[src/rtl/burst_addr_pkg.sv]
package burst_addr_pkg;

  typedef enum logic {
    ORD_LINEAR     = 1'b0,
    ORD_INTERLEAVE = 1'b1
  } burst_order_e;

  typedef enum logic [1:0] {
    OP_HOLD = 2'd0,
    OP_STEP = 2'd1,
    OP_LOAD = 2'd2
  } burst_op_e;

endpackage

[src/rtl/burst_rst_sync.sv]
module burst_rst_sync #(
  parameter int STAGES = 2
) (
  input  logic clk,
  input  logic rst_n,
  output logic rst_sync_n
);

  logic [STAGES-1:0] sync_q;
  logic [STAGES-1:0] sync_d;

  always_comb begin
    sync_d = {sync_q[STAGES-2:0], 1'b1};
  end

  always_ff @(posedge clk or negedge rst_n) begin
    if (!rst_n) begin
      sync_q <= '0;
    end else begin
      sync_q <= sync_d;
    end
  end

  assign rst_sync_n = sync_q[STAGES-1];

endmodule

[src/rtl/burst_beat_ctr.sv]
module burst_beat_ctr #(
  parameter int LOW_W = 2
) (
  input  logic             clk,
  input  logic             rst_n,
  input  logic             clr_i,
  input  logic             step_i,
  output logic [LOW_W-1:0] beat_q_o,
  output logic [LOW_W-1:0] beat_nxt_o
);

  logic [LOW_W-1:0] beat_q;
  logic [LOW_W-1:0] beat_d;
  logic             beat_en;

  always_comb begin
    beat_en = clr_i | step_i;
    if (clr_i) begin
      beat_d = '0;
    end else begin
      beat_d = beat_q + LOW_W'(1);
    end
  end

  always_ff @(posedge clk or negedge rst_n) begin
    if (!rst_n) begin
      beat_q <= '0;
    end else if (beat_en) begin
      beat_q <= beat_d;
    end
  end

  assign beat_q_o   = beat_q;
  assign beat_nxt_o = beat_q + LOW_W'(1);

endmodule

[src/rtl/burst_order_map.sv]
module burst_order_map
  import burst_addr_pkg::*;
#(
  parameter int LOW_W = 2
) (
  input  logic [LOW_W-1:0] start_i,
  input  logic [LOW_W-1:0] beat_i,
  input  burst_order_e     order_i,
  output logic [LOW_W-1:0] low_o
);

  logic [LOW_W-1:0] lin_low;
  logic [LOW_W-1:0] ilv_low;

  // interleaved: each bit flips independently by the matching beat bit
  for (genvar b = 0; b < LOW_W; b++) begin : g_ilv_bit
    assign ilv_low[b] = start_i[b] ^ beat_i[b];
  end

  // linear: modulo 2**LOW_W sum, carry out of the field discarded
  assign lin_low = start_i + beat_i;

  always_comb begin
    unique case (order_i)
      ORD_LINEAR:     low_o = lin_low;
      ORD_INTERLEAVE: low_o = ilv_low;
      default:        low_o = ilv_low;
    endcase
  end

endmodule

[src/rtl/burst_addr_gen.sv]
module burst_addr_gen
  import burst_addr_pkg::*;
#(
  parameter int ADDR_W    = 18,
  parameter int BURST_LEN = 4
) (
  input  logic              clk,
  input  logic              rst_n,
  input  logic              load_i,
  input  logic              adv_n_i,
  input  logic              order_i,
  input  logic [ADDR_W-1:0] addr_i,
  output logic [ADDR_W-1:0] addr_o
);

  localparam int LOW_W = $clog2(BURST_LEN);
  localparam int HI_W  = ADDR_W - LOW_W;

  logic             rst_core_n;
  burst_op_e        op;
  logic [LOW_W-1:0] start_q;
  logic [LOW_W-1:0] start_d;
  logic             start_en;
  logic [ADDR_W-1:0] addr_q;
  logic [ADDR_W-1:0] addr_d;
  logic              addr_en;
  logic [LOW_W-1:0] beat_q;
  logic [LOW_W-1:0] beat_nxt;
  logic [LOW_W-1:0] step_low;
  burst_order_e     order_sel;

  burst_rst_sync #(.STAGES(2)) u_rst_sync (
    .clk        (clk),
    .rst_n      (rst_n),
    .rst_sync_n (rst_core_n)
  );

  // load has priority over advance
  always_comb begin
    if (load_i) begin
      op = OP_LOAD;
    end else if (!adv_n_i) begin
      op = OP_STEP;
    end else begin
      op = OP_HOLD;
    end
  end

  burst_beat_ctr #(.LOW_W(LOW_W)) u_beat (
    .clk        (clk),
    .rst_n      (rst_core_n),
    .clr_i      (op == OP_LOAD),
    .step_i     (op == OP_STEP),
    .beat_q_o   (beat_q),
    .beat_nxt_o (beat_nxt)
  );

  assign order_sel = burst_order_e'(order_i);

  burst_order_map #(.LOW_W(LOW_W)) u_map (
    .start_i (start_q),
    .beat_i  (beat_nxt),
    .order_i (order_sel),
    .low_o   (step_low)
  );

  always_comb begin
    start_en = (op == OP_LOAD);
    start_d  = addr_i[LOW_W-1:0];
    addr_en  = (op != OP_HOLD);
    unique case (op)
      OP_LOAD: addr_d = addr_i;
      OP_STEP: addr_d = {addr_q[ADDR_W-1 -: HI_W], step_low};
      default: addr_d = addr_q;
    endcase
  end

  always_ff @(posedge clk or negedge rst_core_n) begin
    if (!rst_core_n) begin
      start_q <= '0;
      addr_q  <= '0;
    end else begin
      if (start_en) begin
        start_q <= start_d;
      end
      if (addr_en) begin
        addr_q <= addr_d;
      end
    end
  end

  assign addr_o = addr_q;

endmodule

[config.mk]
export PLATFORM = sky130hd
export DESIGN_NAME = burst_addr_gen
export DESIGN_NICKNAME = d
export VERILOG_FILES = /design/src/rtl/burst_addr_pkg.sv /design/src/rtl/burst_rst_sync.sv /design/src/rtl/burst_beat_ctr.sv /design/src/rtl/burst_order_map.sv /design/src/rtl/burst_addr_gen.sv
export SDC_FILE = /design/constraint.sdc
export NUM_CORES = 1
export LEC_CHECK = 0
export ABC_AREA = 1
export BUFFER_PORTS_ARGS = -buffer_cell sky130_fd_sc_hd__buf_4
export CAP_MARGIN = 0
export CORE_ASPECT_RATIO = 0.75
export CORE_MARGIN = 5
export CORE_UTILIZATION = 40
export CTS_BUF_LIST = sky130_fd_sc_hd__clkbuf_8
export DETAILED_ROUTE_END_ITERATION = 10
export PLACE_DENSITY = 0.77
export SLEW_MARGIN = 20
export SYNTH_ARGS = -nofsm -noshare
export SYNTH_HDL_FRONTEND = slang
export SYNTH_SLANG_ARGS = --single-unit
[constraint.sdc]
create_clock -name clk -period 1.1 [get_ports clk]
set_clock_uncertainty 0.2 [all_clocks]
set_input_delay 0.275 -clock clk [delete_from_list [all_inputs] [get_ports clk]]
set_output_delay 0.275 -clock clk [all_outputs]
set_load 0.005 [all_outputs]
After elaboration in Yosys (flattened, before gate mapping) --
Cells that the tools add are included.
Word-level totals: register bits after elaboration 24, bits of input ports 23, output and inout bits 18, word-level logic and storage cells 23
Cells by class: add/subtract/negate cells 2, equality and inequality tests 2, muxes and demuxes 5, bitwise logic cells 5, reduce and logical (&&, ||, !) cells 4
Operators with widths (number):
- 18-bit one-hot mux with 2 select lines | 1
- 2-bit two-way mux | 2
- 2-bit one-hot mux with 2 select lines | 1
- 2-bit nonzero test | 2
- 3-bit AND reduction | 1
- 2-bit by 1-bit adder with 2-bit output (second input constant) | 1
- 2-bit adder | 1
- 2-bit by 1-bit == test with 1-bit output (second input constant) | 1
- 2-bit == test (second input constant) | 1
- 1-bit inverter | 2
- 2-bit AND reduction | 1
- 1-bit XOR | 2
- 1-bit two-way mux | 1
- 1-bit OR | 1

Logic depth before layout (Yosys ltp) --
word-level depth 5, mapped depth 8, gate-level depth less buffers 8

Cells and area by module --
Synthesis repeated with hierarchy kept, for this count alone.
Second synthesis, totals: cells, all modules 118, area, all modules 1001.0 um^2
By module, submodules not included:
- burst_addr_gen | times used 1, cells each 87, area an instance 780.7 um^2, seq. area each 500.5 um^2
- burst_beat_ctr | times used 1, cells each 13, area an instance 98.8 um^2, seq. area each 50.0 um^2
- burst_order_map | times used 1, cells each 15, area an instance 67.6 um^2, seq. area each 0.0 um^2
- burst_rst_sync | times used 1, cells each 3, area an instance 53.8 um^2, seq. area each 50.0 um^2

Worst setup path before layout --
No wires, ideal clock.
path type register -> register, from register u_beat.beat_q[0], in the netlist u_beat.beat_q_o[0], to register addr_q[1], in the netlist addr_o[1], library setup time 0.124 ns, arrival 0.893 ns, data required time 0.776 ns, path slack -0.117 ns, stages on the path, launching flop included 9, buffers on the path 0, clock period less this slack 1.217 ns, cells stage by stage dfrtp_1 -> inv_2 -> ha_1 -> nand2_1 -> nand2_1 -> nand2_1 -> inv_1 -> nand2_1 -> nand3_1
Between the ends: longest elaborated chain between the ends 4, elaborated cells on any way between the ends 5, classes of those cells add/sub: 2; mux: 2; bitwise: 1
Ends and longest elaborated chain:
- start: declaration | RTL line burst_beat_ctr.sv:12 | logic [LOW_W-1:0] beat_q;
- start signal: assignment | RTL line burst_beat_ctr.sv:29 | beat_q <= beat_d;
- 2-bit by 1-bit adder with 2-bit output (*) | RTL line burst_beat_ctr.sv:34 | assign beat_nxt_o = beat_q + LOW_W'(1);
- 2-bit adder / 1-bit XOR (equally long branches) | RTL line burst_order_map.sv:21, burst_order_map.sv:17
- 2-bit one-hot mux with 2 select lines (*) | RTL line burst_order_map.sv:24 | unique case (order_i)
- 18-bit one-hot mux with 2 select lines (*) | RTL line burst_addr_gen.sv:71 | unique case (op)
- end signal: assignment | RTL line burst_addr_gen.sv:87 | addr_q <= addr_d;
- end: declaration | RTL line burst_addr_gen.sv:24 | logic [ADDR_W-1:0] addr_q;
Mark *: on every way between the ends. The rest lies on a longest branch, timed or not. The select of a mux whose other input is x is not followed. A chain may end at the register's enable or synchronous reset.

Worst setup path in the final report --
from register addr_q[14], in the netlist addr_o[14], to output port addr_o[14]
RTL lines:
- end: declaration | RTL line burst_addr_gen.sv:13 | output logic [ADDR_W-1:0] addr_o
No word-level cell between the ends.

==> flow_summary.yaml <==
worst_setup_path:
  cp.buffers_inverters: 1
  worstSetupStartpointType: "flip-flop"
  cp_top_family: "flip-flops"
  cp_data_arrival_time_ps: 790
  rrSetupSlack_ps: -140
  cp_cell_sequence: "buf_6"
  path_class: "reg2out"
  crit_fanout: 2
  cpMaxStageDelayCell: "dfrtp_1"
  endpoint_kind: "primary output"
  slowest_delay_ps: 410
  critPathRequiredTime_ps: 620
global_route:
  grt_pass1_vias: 988
  grt_usage: 0.157
  grt_antenna_before_repair: 0
  gr-total-overflow: 0
  grt_first_pass_wirelength_um: 4170
  grt_max_degree: 23
detailed_routing:
  vias_per_cell: 4.50
  drc: 0
  wl_um: 2550
  ant_nets: 0
  first_pass_iters: 4
  first_iter_violations: 46
  routed_wire_length_per_instance_um: 11.9
  vias: 964
power_and_ir_drop:
  power_mw: 2.09
  leakagePower_nw: 0.916
  ir_worst_vdd_v: 0.000914
  power.density_nw_per_um2: 1260
die:
  ios: 41
  dieWidth_um: 67.5
  die_h_um: 53.1
  core_region_area_um2: 2330
  initial_utilization: 0.426
  dieArea_um2: 3590
  rows: 15
placed_design:
  gp_congestion: 0.770
  pre_cts_ws_ps: -126
  port_buffers: 40
  dp_hpwl_um: 1880
  placedCellCount: 194
  dpl_cell_area_um2: 1390
final_layout:
  drive_above_1_share: 0.450
  layout.cells.non_filler: 214
  post-route-util: 0.715
  area_growth_pct: 67.6
  fin_area_um2: 1660
  nets: 205
  nFillCells: 179
  antenna_cells: 0
hold_path:
  min_path_type: "in2reg"
clock_tree:
  htreeDepth: 1
  clock_path_buffers: 2
  cts_tree: "yes"
  clkSinkCount: 24
  clk_latency_ps: 260
  cts_made_buffers: 3
  cts-root-buf: "clkbuf_8"
  clk_pin_slew_worst_paths_ps: 80
sta:
  final_hold_viol_count: 0
  finalSetupTns_ps: -2860
  finalWorstSetupSlack_ps: -161
  rsz0062_at_grt: "yes"
  max_freq_ghz: 0.793
  period_minus_slack_ps: 1260
  final-setup-viol-count: 20
  holdWs_ps: 12.1
  finalCritPeriodShare: 1.15
  slew_violations: 0
synthesis:
  synthCells: 116
  syn_nets: 140
  ys_ff_latch: 24
  ys_seq_area_frac: 0.605
  netlist_area_um2: 992
  ys_types: 13
  postSynthAreaPerCell_um2: 8.55
  ys_warn_count: 0
flow_run:
  maxCapViolCount: 0
status:
  failed_checks: "setup timing"
  outcome: "complete, but fails checks"
## worst reg2reg max path, stage by stage (launching register included)
cell and delay (ps):
dfrtp_1 380, inv_2 70, ha_4 160, nand2_2 60, nand2_2 50, nand2_2 80
inv_2 30, nand2_1 40, nand3_1 60
## path summary, 6_finish.rpt
kind	from	end	cells after the start
min in group asynchronous	u_rst_sync.sync_q[1]	addr_o[15]	1
hold / removal	addr_i[15]	addr_o[15]	3
max in group asynchronous	u_rst_sync.sync_q[1]	addr_o[4]	1
hold reg to reg	u_rst_sync.sync_q[1]	addr_o[15]	1
setup / recovery	addr_o[14]	addr_o[14]	1
setup reg to reg	u_beat.beat_q_o[0]	addr_o[1]	8
## cells in the final DEF, fill, tap and decap left out
cell type | Yosys | final
conb_1 | 1 | 1
dlygate4sd3_1 | 0 | 1
clkbuf_8 | 0 | 4
buf_12 | 0 | 1
buf_4 | 1 | 41
ha_4 | 0 | 1
o21ai_1 | 0 | 2
buf_6 | 2 | 20
inv_2 | 3 | 4
nand2_4 | 1 | 1
nand2_2 | 1 | 6
o21ai_0 | 3 | 1
nand3_2 | 0 | 3
dfrtp_1 | 24 | 24
nand3_1 | 4 | 1
nand2_1 | 67 | 62
nor2_1 | 3 | 3
inv_1 | 5 | 4
## state kept, by name (all words and copies together), names as in the netlist
name               flops
start_q                2
addr_o                18
u_rst_sync.sync_q      2
u_beat.beat_q_o        2
## final cells by class
class                      instances  area [um^2]  area share
sequential                        24          601       0.361
timing repair buffer              63          563       0.339
multi-input combinational         81          372       0.223
clock buffer                       4         55.1      0.0331
tap                               34         42.5      0.0256
inverter                           8         30.0      0.0181
## layer usage
metal | share of wire | vias to the layer above | track usage
li1 | - | 472 | -
met1 | 0.39 | 469 | 0.157
met2 | 0.55 | 21 | 0.317
met3 | 0.050 | 2 | 0.0340
met4 | 0.011 | 0 | 0.0505
met5 | 0 | - | 0
## report_power, final
group / internal, mW / switching, mW
combinational: 0.310 / 0.191
sequential: 0.959 / 0.0577
clock: 0.319 / 0.254
total: 1.59 / 0.503
## logic make-up after synthesis
logic type | Yosys count | share of synthesized area
other | 1 | 0.00378
adder cells (fa/ha/maj) | 1 | 0.0126
AO/OA/AOI/OAI | 3 | 0.0151
flip-flops | 24 | 0.605
AND/OR/NAND/NOR | 76 | 0.303
buffers and inverters | 11 | 0.0605
## cells in the mapped netlist (all sizes together)
cell,count,area (um^2)
buf,3,30.0
conb,1,3.75
dfrtp,24,601
ha,1,12.5
inv,8,30.0
nand2,69,269
nand3,4,20.0
nor2,3,11.3
o21ai,3,15.0
## what timing repair did
item / in CTS / in global routing
hold buffers: 1 / 0
setup endpoints to repair: 20 / 22
pin swaps: 2 / 6
setup buffers: 6 / 9
endpoints found under the hold margin: 2 / 0
resized for setup: 20 / 10
cloned: 0 / 0
Note: power is estimated with default switching activity, not from simulation.
